## src/rtl/dram_refresh_seq.sv

```systemverilog
module dram_refresh_seq #(
  parameter int CLK_MHZ         = 125,
  parameter int PAUSE_US        = 200,
  parameter int INIT_CYCLES     = 8,
  parameter int REF_INTERVAL_NS = 15625,
  parameter int RAS_MIN_NS      = 50,
  parameter int RP_MIN_NS       = 30,
  parameter int CAS_LEAD_CYC    = 1,
  parameter int MAX_PEND        = 4
) (
  input  logic clk,
  input  logic rst_n,
  input  logic host_busy,
  output logic ras_n,
  output logic cas_n,
  output logic bus_own,
  output logic host_stall,
  output logic init_done,
  output logic [$clog2(MAX_PEND+1)-1:0] pend_cnt
);
  localparam int PAUSE_CYC = PAUSE_US * CLK_MHZ;
  localparam int REF_CYC   = REF_INTERVAL_NS * CLK_MHZ / 1000;
  localparam int RAS_CYC   = (RAS_MIN_NS * CLK_MHZ + 999) / 1000;
  localparam int RP_CYC    = (RP_MIN_NS * CLK_MHZ + 999) / 1000;
  localparam int CW = $clog2(PAUSE_CYC + RAS_CYC + RP_CYC + CAS_LEAD_CYC + 1);
  localparam int TW = $clog2(REF_CYC + 1);
  localparam int PW = $clog2(MAX_PEND + 1);
  localparam int IW = $clog2(INIT_CYCLES + 1);

  typedef enum logic [2:0] {S_PAUSE, S_ILOW, S_IPRE, S_IDLE, S_LEAD, S_RLOW, S_RPRE} st_t;

  st_t st;
  logic [CW-1:0] cnt, dur;
  logic [TW-1:0] tmr;
  logic [IW-1:0] icnt;
  logic [PW-1:0] pend;
  logic done;

  always_comb begin
    case (st)
      S_PAUSE:      dur = CW'(PAUSE_CYC);
      S_ILOW, S_RLOW: dur = CW'(RAS_CYC);
      S_IPRE, S_RPRE: dur = CW'(RP_CYC);
      S_LEAD:       dur = CW'(CAS_LEAD_CYC);
      default:      dur = CW'(1);
    endcase
  end

  wire last  = cnt == dur - 1'b1;
  wire full  = pend == PW'(MAX_PEND);
  wire tick  = done && tmr == TW'(REF_CYC - 1);
  wire start = st == S_IDLE && pend != '0 && !host_busy;
  wire inc   = tick && (!full || start);

  always_ff @(posedge clk or negedge rst_n) begin
    if (!rst_n) begin
      st   <= S_PAUSE;
      cnt  <= '0;
      icnt <= '0;
      done <= 1'b0;
      tmr  <= '0;
      pend <= '0;
    end else begin
      cnt <= (last || st == S_IDLE) ? '0 : cnt + 1'b1;
      tmr <= (!done || tick) ? '0 : tmr + 1'b1;
      if (inc && !start)      pend <= pend + 1'b1;
      else if (!inc && start) pend <= pend - 1'b1;
      case (st)
        S_PAUSE: if (last) st <= S_ILOW;
        S_ILOW:  if (last) st <= S_IPRE;
        S_IPRE:  if (last) begin
          if (icnt == IW'(INIT_CYCLES - 1)) begin
            st   <= S_IDLE;
            done <= 1'b1;
          end else begin
            icnt <= icnt + 1'b1;
            st   <= S_ILOW;
          end
        end
        S_IDLE:  if (start) st <= S_LEAD;
        S_LEAD:  if (last) st <= S_RLOW;
        S_RLOW:  if (last) st <= S_RPRE;
        S_RPRE:  if (last) st <= S_IDLE;
        default: st <= S_IDLE;
      endcase
    end
  end

  assign ras_n      = !(st == S_ILOW || st == S_RLOW);
  assign cas_n      = !(st == S_LEAD || st == S_RLOW);
  assign bus_own    = st != S_IDLE;
  assign init_done  = done;
  assign host_stall = !done || bus_own || full;
  assign pend_cnt   = pend;

  logic [CW-1:0] rlen;
  always_ff @(posedge clk or negedge rst_n)
    if (!rst_n) rlen <= '0;
    else        rlen <= ras_n ? '0 : rlen + 1'b1;

  p_ras_width_r4: assert property (@(posedge clk) disable iff (!rst_n)
    $rose(ras_n) |-> rlen == CW'(RAS_CYC));
  p_cas_first_r4: assert property (@(posedge clk) disable iff (!rst_n)
    (init_done && $fell(ras_n)) |-> (!cas_n && $past(!cas_n)));
  p_init_no_cas_r2: assert property (@(posedge clk) disable iff (!rst_n)
    !init_done |-> cas_n);
  p_busy_defers_r6: assert property (@(posedge clk) disable iff (!rst_n)
    $fell(cas_n) |-> !$past(host_busy));
  p_pend_bound_r6: assert property (@(posedge clk) disable iff (!rst_n)
    pend_cnt <= PW'(MAX_PEND));
  p_pend_take_r8: assert property (@(posedge clk) disable iff (!rst_n)
    ($fell(cas_n) && !$past(tick)) |-> pend_cnt == $past(pend_cnt) - 1'b1);
endmodule

```

## config.mk

```make
export PLATFORM = sky130hd
export DESIGN_NAME = dram_refresh_seq
export DESIGN_NICKNAME = d
export VERILOG_FILES = /design/src/rtl/dram_refresh_seq.sv
export SDC_FILE = /design/constraint.sdc
export NUM_CORES = 1
export LEC_CHECK = 0
export BUFFER_PORTS_ARGS = -buffer_cell sky130_fd_sc_hd__buf_2
export CORE_UTILIZATION = 47
export CTS_CLUSTER_DIAMETER = 30
export CTS_CLUSTER_SIZE = 25
export DETAILED_ROUTE_END_ITERATION = 6
export GPL_TIMING_DRIVEN = 0
export PLACE_DENSITY = 0.75
export SLEW_MARGIN = 10
export SYNTH_ARGS = -nofsm -noshare
export SYNTH_HDL_FRONTEND = slang
export SYNTH_SLANG_ARGS = --single-unit
export TNS_END_PERCENT = 1
```

## constraint.sdc

```tcl
create_clock -name clk -period 5.8 [get_ports clk]
set_input_delay 0.29 -clock clk [delete_from_list [all_inputs] [get_ports clk]]
set_output_delay 0.29 -clock clk [all_outputs]
set_load 0.05 [all_outputs]
```

==> results.sh <==
export IMPL_crit_path_end_kind="flop"
export IMPL_insertedDiodeCount=0
export IMPL_ys_top_cells_by_area="sky130_fd_sc_hd__dfrtp_1 47%, sky130_fd_sc_hd__xor2_1 7.5%, sky130_fd_sc_hd__nor2_1 7.2%"
export IMPL_ys_types=41
export IMPL_cts_hold_fix_buffers=0
export IMPL_worst_ir_drop_vdd_mv=0.105
export IMPL_cap_viol_max_count=0
export IMPL_worst_endpoint_required_ns=6.01
export IMPL_htree_num_levels=2
export IMPL_synth_compound_gate_area_share_pct=6.53
export IMPL_achievable_frequency_mhz=427
export IMPL_first_global_vias=1366
export IMPL_drt_wl_total_um=3510
export IMPL_final_core_util_pct=53.9
export IMPL_holdCritPathClass="primary input to async pin"
export IMPL_antenna_left=0
export IMPL_drt_iter0_markers=65
export IMPL_setup_worst_path_class="flop to flop"
export IMPL_preCtsSetupSlack_ns=3.44
export IMPL_dieWidth_um=66.8
export IMPL_cts_sinks=37
export IMPL_synth_top_family_by_area="simple AND/OR/NAND/NOR gates"
export IMPL_multi_input_comb_area_um2=991
export IMPL_final_max_slew_violation_count=0
export IMPL_number_of_remaining_drc_errors=0
export IMPL_hold_worst_slack_ns=0.0909
export IMPL_syn_instance_count=197
export IMPL_tightest_slew_ns=0.807
export IMPL_post_synth_top_count_cell="sky130_fd_sc_hd__nor2_1"
export IMPL_worst_clock_skew_ns=0.00258
export IMPL_timing_setup_tns_ns=0
export IMPL_grt_first_pass_wirelength_um=6020
export IMPL_start_util_pct=49.0
export IMPL_cts_root_to_sink_buffers=2
export IMPL_cts_buffers_inserted=5
export IMPL_finalNetCount=223
export IMPL_ys_top_cells_by_count="38 x sky130_fd_sc_hd__nor2_1, 37 x sky130_fd_sc_hd__dfrtp_1, 17 x sky130_fd_sc_hd__xor2_1"
export IMPL_number_of_enable_type_register_cells_in_the_synthesized_netlist=0
export IMPL_core_region_area_um2=4030
export IMPL_fin_crit_ns=2.34
export IMPL_grt_util_all_layers_pct=18.6
export IMPL_routedWlPerCell_um=13.3
export IMPL_multiplexer_share_of_the_synthesized_area_pct=1.71
export IMPL_fin_ws_ns=3.46
export IMPL_height_of_the_die_um=66.8
export IMPL_setup_violations=0
export IMPL_post_cts_buffers=0
export IMPL_clk_latency_ns=0.29
export IMPL_regArea_um2=926
export IMPL_seq_area_frac_synth_pct=46.9
export IMPL_crit_fanout=10
export IMPL_critical_path_startpoint_type="flop"
export IMPL_post_synthesis_simple_gate_area_fraction_pct=25.8
export IMPL_cts_clk_slew_worst_paths_ns=0.07
export IMPL_cell_type_with_the_highest_aggregate_area_in_the_netlist="sky130_fd_sc_hd__dfrtp_1"
export IMPL_floorplan_io_pins=11
export IMPL_syn_area_per_cell_um2=10.0
export IMPL_cts_tree="yes"
export IMPL_flow_area_growth_from_synthesis_pct=10.1
export IMPL_cts_repair_resized=0
export IMPL_synthesis_yosys_warnings=0
export IMPL_viasPerCell=5.42
export IMPL_core_rowCount=23
export IMPL_buffer_cell_driving_the_clock_tree_root="sky130_fd_sc_hd__clkbuf_8"
export IMPL_synth_xor_area_share_pct=12.0
export IMPL_buffer_ports_inserted=10
export IMPL_postSynth_topFlopCell="sky130_fd_sc_hd__dfrtp_1"
export IMPL_fillCellCount=375
export IMPL_powerDensity_nw_per_um2=205
export IMPL_grt_overflow_total=0
export IMPL_timing_final_crit_share_pct=40.4
export IMPL_power_leakage_nw=0.959
export IMPL_synthAdderAreaFrac_pct=4.18
export IMPL_run_status="completed"
export IMPL_number_of_detailed_routing_iterations_run_before_antenna_repair=4
export IMPL_routabilityCongestion=0.820
export IMPL_synth_top_area_share_pct=46.9
export IMPL_design_die_area_um2=4460
export IMPL_synth_net_count=206
export IMPL_initial_antenna_violation_count=0
export IMPL_maxSlewHeadroom_pct=46.2
export IMPL_async_flop_share_pct=100
export IMPL_report_final_hold_viol_count=0
export IMPL_grt_setup_unrepaired="false"
export IMPL_synth_ff_latch_count=37
export IMPL_drive_above_1_share_pct=14.5
export IMPL_grt_start_max_net_pins=38
export IMPL_place_hpwl_um=2510
export IMPL_vias=1431
export IMPL_cell_area_after_synthesis_um2=1970
export IMPL_critical_path_arrival_ns=2.56
-- critical path: stages, from the launching register on --
cell and delay [ns]:
sky130_fd_sc_hd__dfrtp_1 0.34, sky130_fd_sc_hd__buf_2 0.22, sky130_fd_sc_hd__nand3b_1 0.19, sky130_fd_sc_hd__nor2_1 0.17, sky130_fd_sc_hd__nor2_1 0.06, sky130_fd_sc_hd__nor3b_1 0.21, sky130_fd_sc_hd__ha_1 0.22, sky130_fd_sc_hd__inv_1 0.06
sky130_fd_sc_hd__fa_1 0.37, sky130_fd_sc_hd__xor2_1 0.15, sky130_fd_sc_hd__nor2_1 0.13, sky130_fd_sc_hd__xor2_1 0.15
-- per-stage QoR --
stage / power [W] / area, um2 / cells
finish: 0.000445 / 2170 / 264
global route: 0.000461 / 2170 / 264
CTS: 0.000450 / 2170 / 264
detailed placement: 0.000269 / 2090 / 257
global placement: 0.000269 / 2090 / 257
floorplan: 0.000263 / 1970 / 197
-- cell families after synthesis --
kind of cell | after synthesis
AND/OR/NAND/NOR | 98
multiplexers | 3
adder cells (fa/ha/maj) | 6
flip-flops | 37
XOR/XNOR | 27
AO/OA/AOI/OAI | 14
buffers and inverters | 12
-- final cells by class --
class	instances	share of cell area, %
Inverter	8	1.38
Clock buffer	7	3.97
Sequential cell	37	42.6
Timing Repair Buffer	10	2.30
Tap cell	50	2.88
Multi-Input combinational cell	148	45.6
Buffer	4	1.27
-- per-layer routing --
metal  track usage [%]  up-vias  part of all wire (%)
li1                  -      704                     -
met4              7.98        0                   1.6
met1              21.9      711                    46
met3              5.65        4                   2.2
met5                 0        -                     0
met2              30.9       12                    50
-- final timing paths --
kind                                   start  slack [ns]  depth (start not counted)                       to
max                        st[1]$_DFFE_PN0P_        3.46                         11  pend_cnt[2]$_DFFE_PN0P_
min                                    rst_n        0.09                          1         cnt[9]$_DFF_PN0_
max reg2reg                st[1]$_DFFE_PN0P_        3.46                         11  pend_cnt[2]$_DFFE_PN0P_
min reg2reg                 tmr[0]$_DFF_PN0_        0.47                          1         tmr[0]$_DFF_PN0_
max in group asynchronous              rst_n        5.20                          1        tmr[10]$_DFF_PN0_
min in group clk                   host_busy        0.43                          4        st[2]$_DFFE_PN0P_
-- cell usage in the layout, fill, tap and decap left out, types with 2 or more instances in the layout --
master | synthesis | layout
sky130_fd_sc_hd__o21a_1 | 2 | 2
sky130_fd_sc_hd__dfrtp_1 | 37 | 37
sky130_fd_sc_hd__nand3_1 | 13 | 13
sky130_fd_sc_hd__inv_1 | 8 | 8
sky130_fd_sc_hd__nor3_2 | 2 | 2
sky130_fd_sc_hd__or2b_1 | 2 | 2
sky130_fd_sc_hd__nand2_1 | 16 | 16
sky130_fd_sc_hd__clkbuf_8 | 0 | 6
sky130_fd_sc_hd__nor3b_1 | 2 | 2
sky130_fd_sc_hd__nor2_1 | 38 | 38
sky130_fd_sc_hd__nand3b_1 | 2 | 2
sky130_fd_sc_hd__clkbuf_1 | 1 | 2
sky130_fd_sc_hd__buf_2 | 1 | 11
sky130_fd_sc_hd__nand4_1 | 5 | 5
sky130_fd_sc_hd__ha_1 | 5 | 5
sky130_fd_sc_hd__nor3_1 | 6 | 6
sky130_fd_sc_hd__xnor2_1 | 10 | 10
sky130_fd_sc_hd__and3_1 | 5 | 5
sky130_fd_sc_hd__xor2_1 | 17 | 17
sky130_fd_sc_hd__o31a_1 | 2 | 2
sky130_fd_sc_hd__mux2_2 | 2 | 2
-- power breakdown --
group / leakage [nW] / internal [W] / switching, W
clock: 0.0443 / 0.0000943 / 0.0000873
combinational: 0.408 / 0.000000597 / 0.00000497
sequential: 0.507 / 0.000258 / 0
-- flip-flops by register name, summed over array words and instances, names as in the netlist --
register,count
icnt,4
tmr,11
init_done,1
pend_cnt,3
st,3
cnt,15
Power figures use the tool's default switching activity.
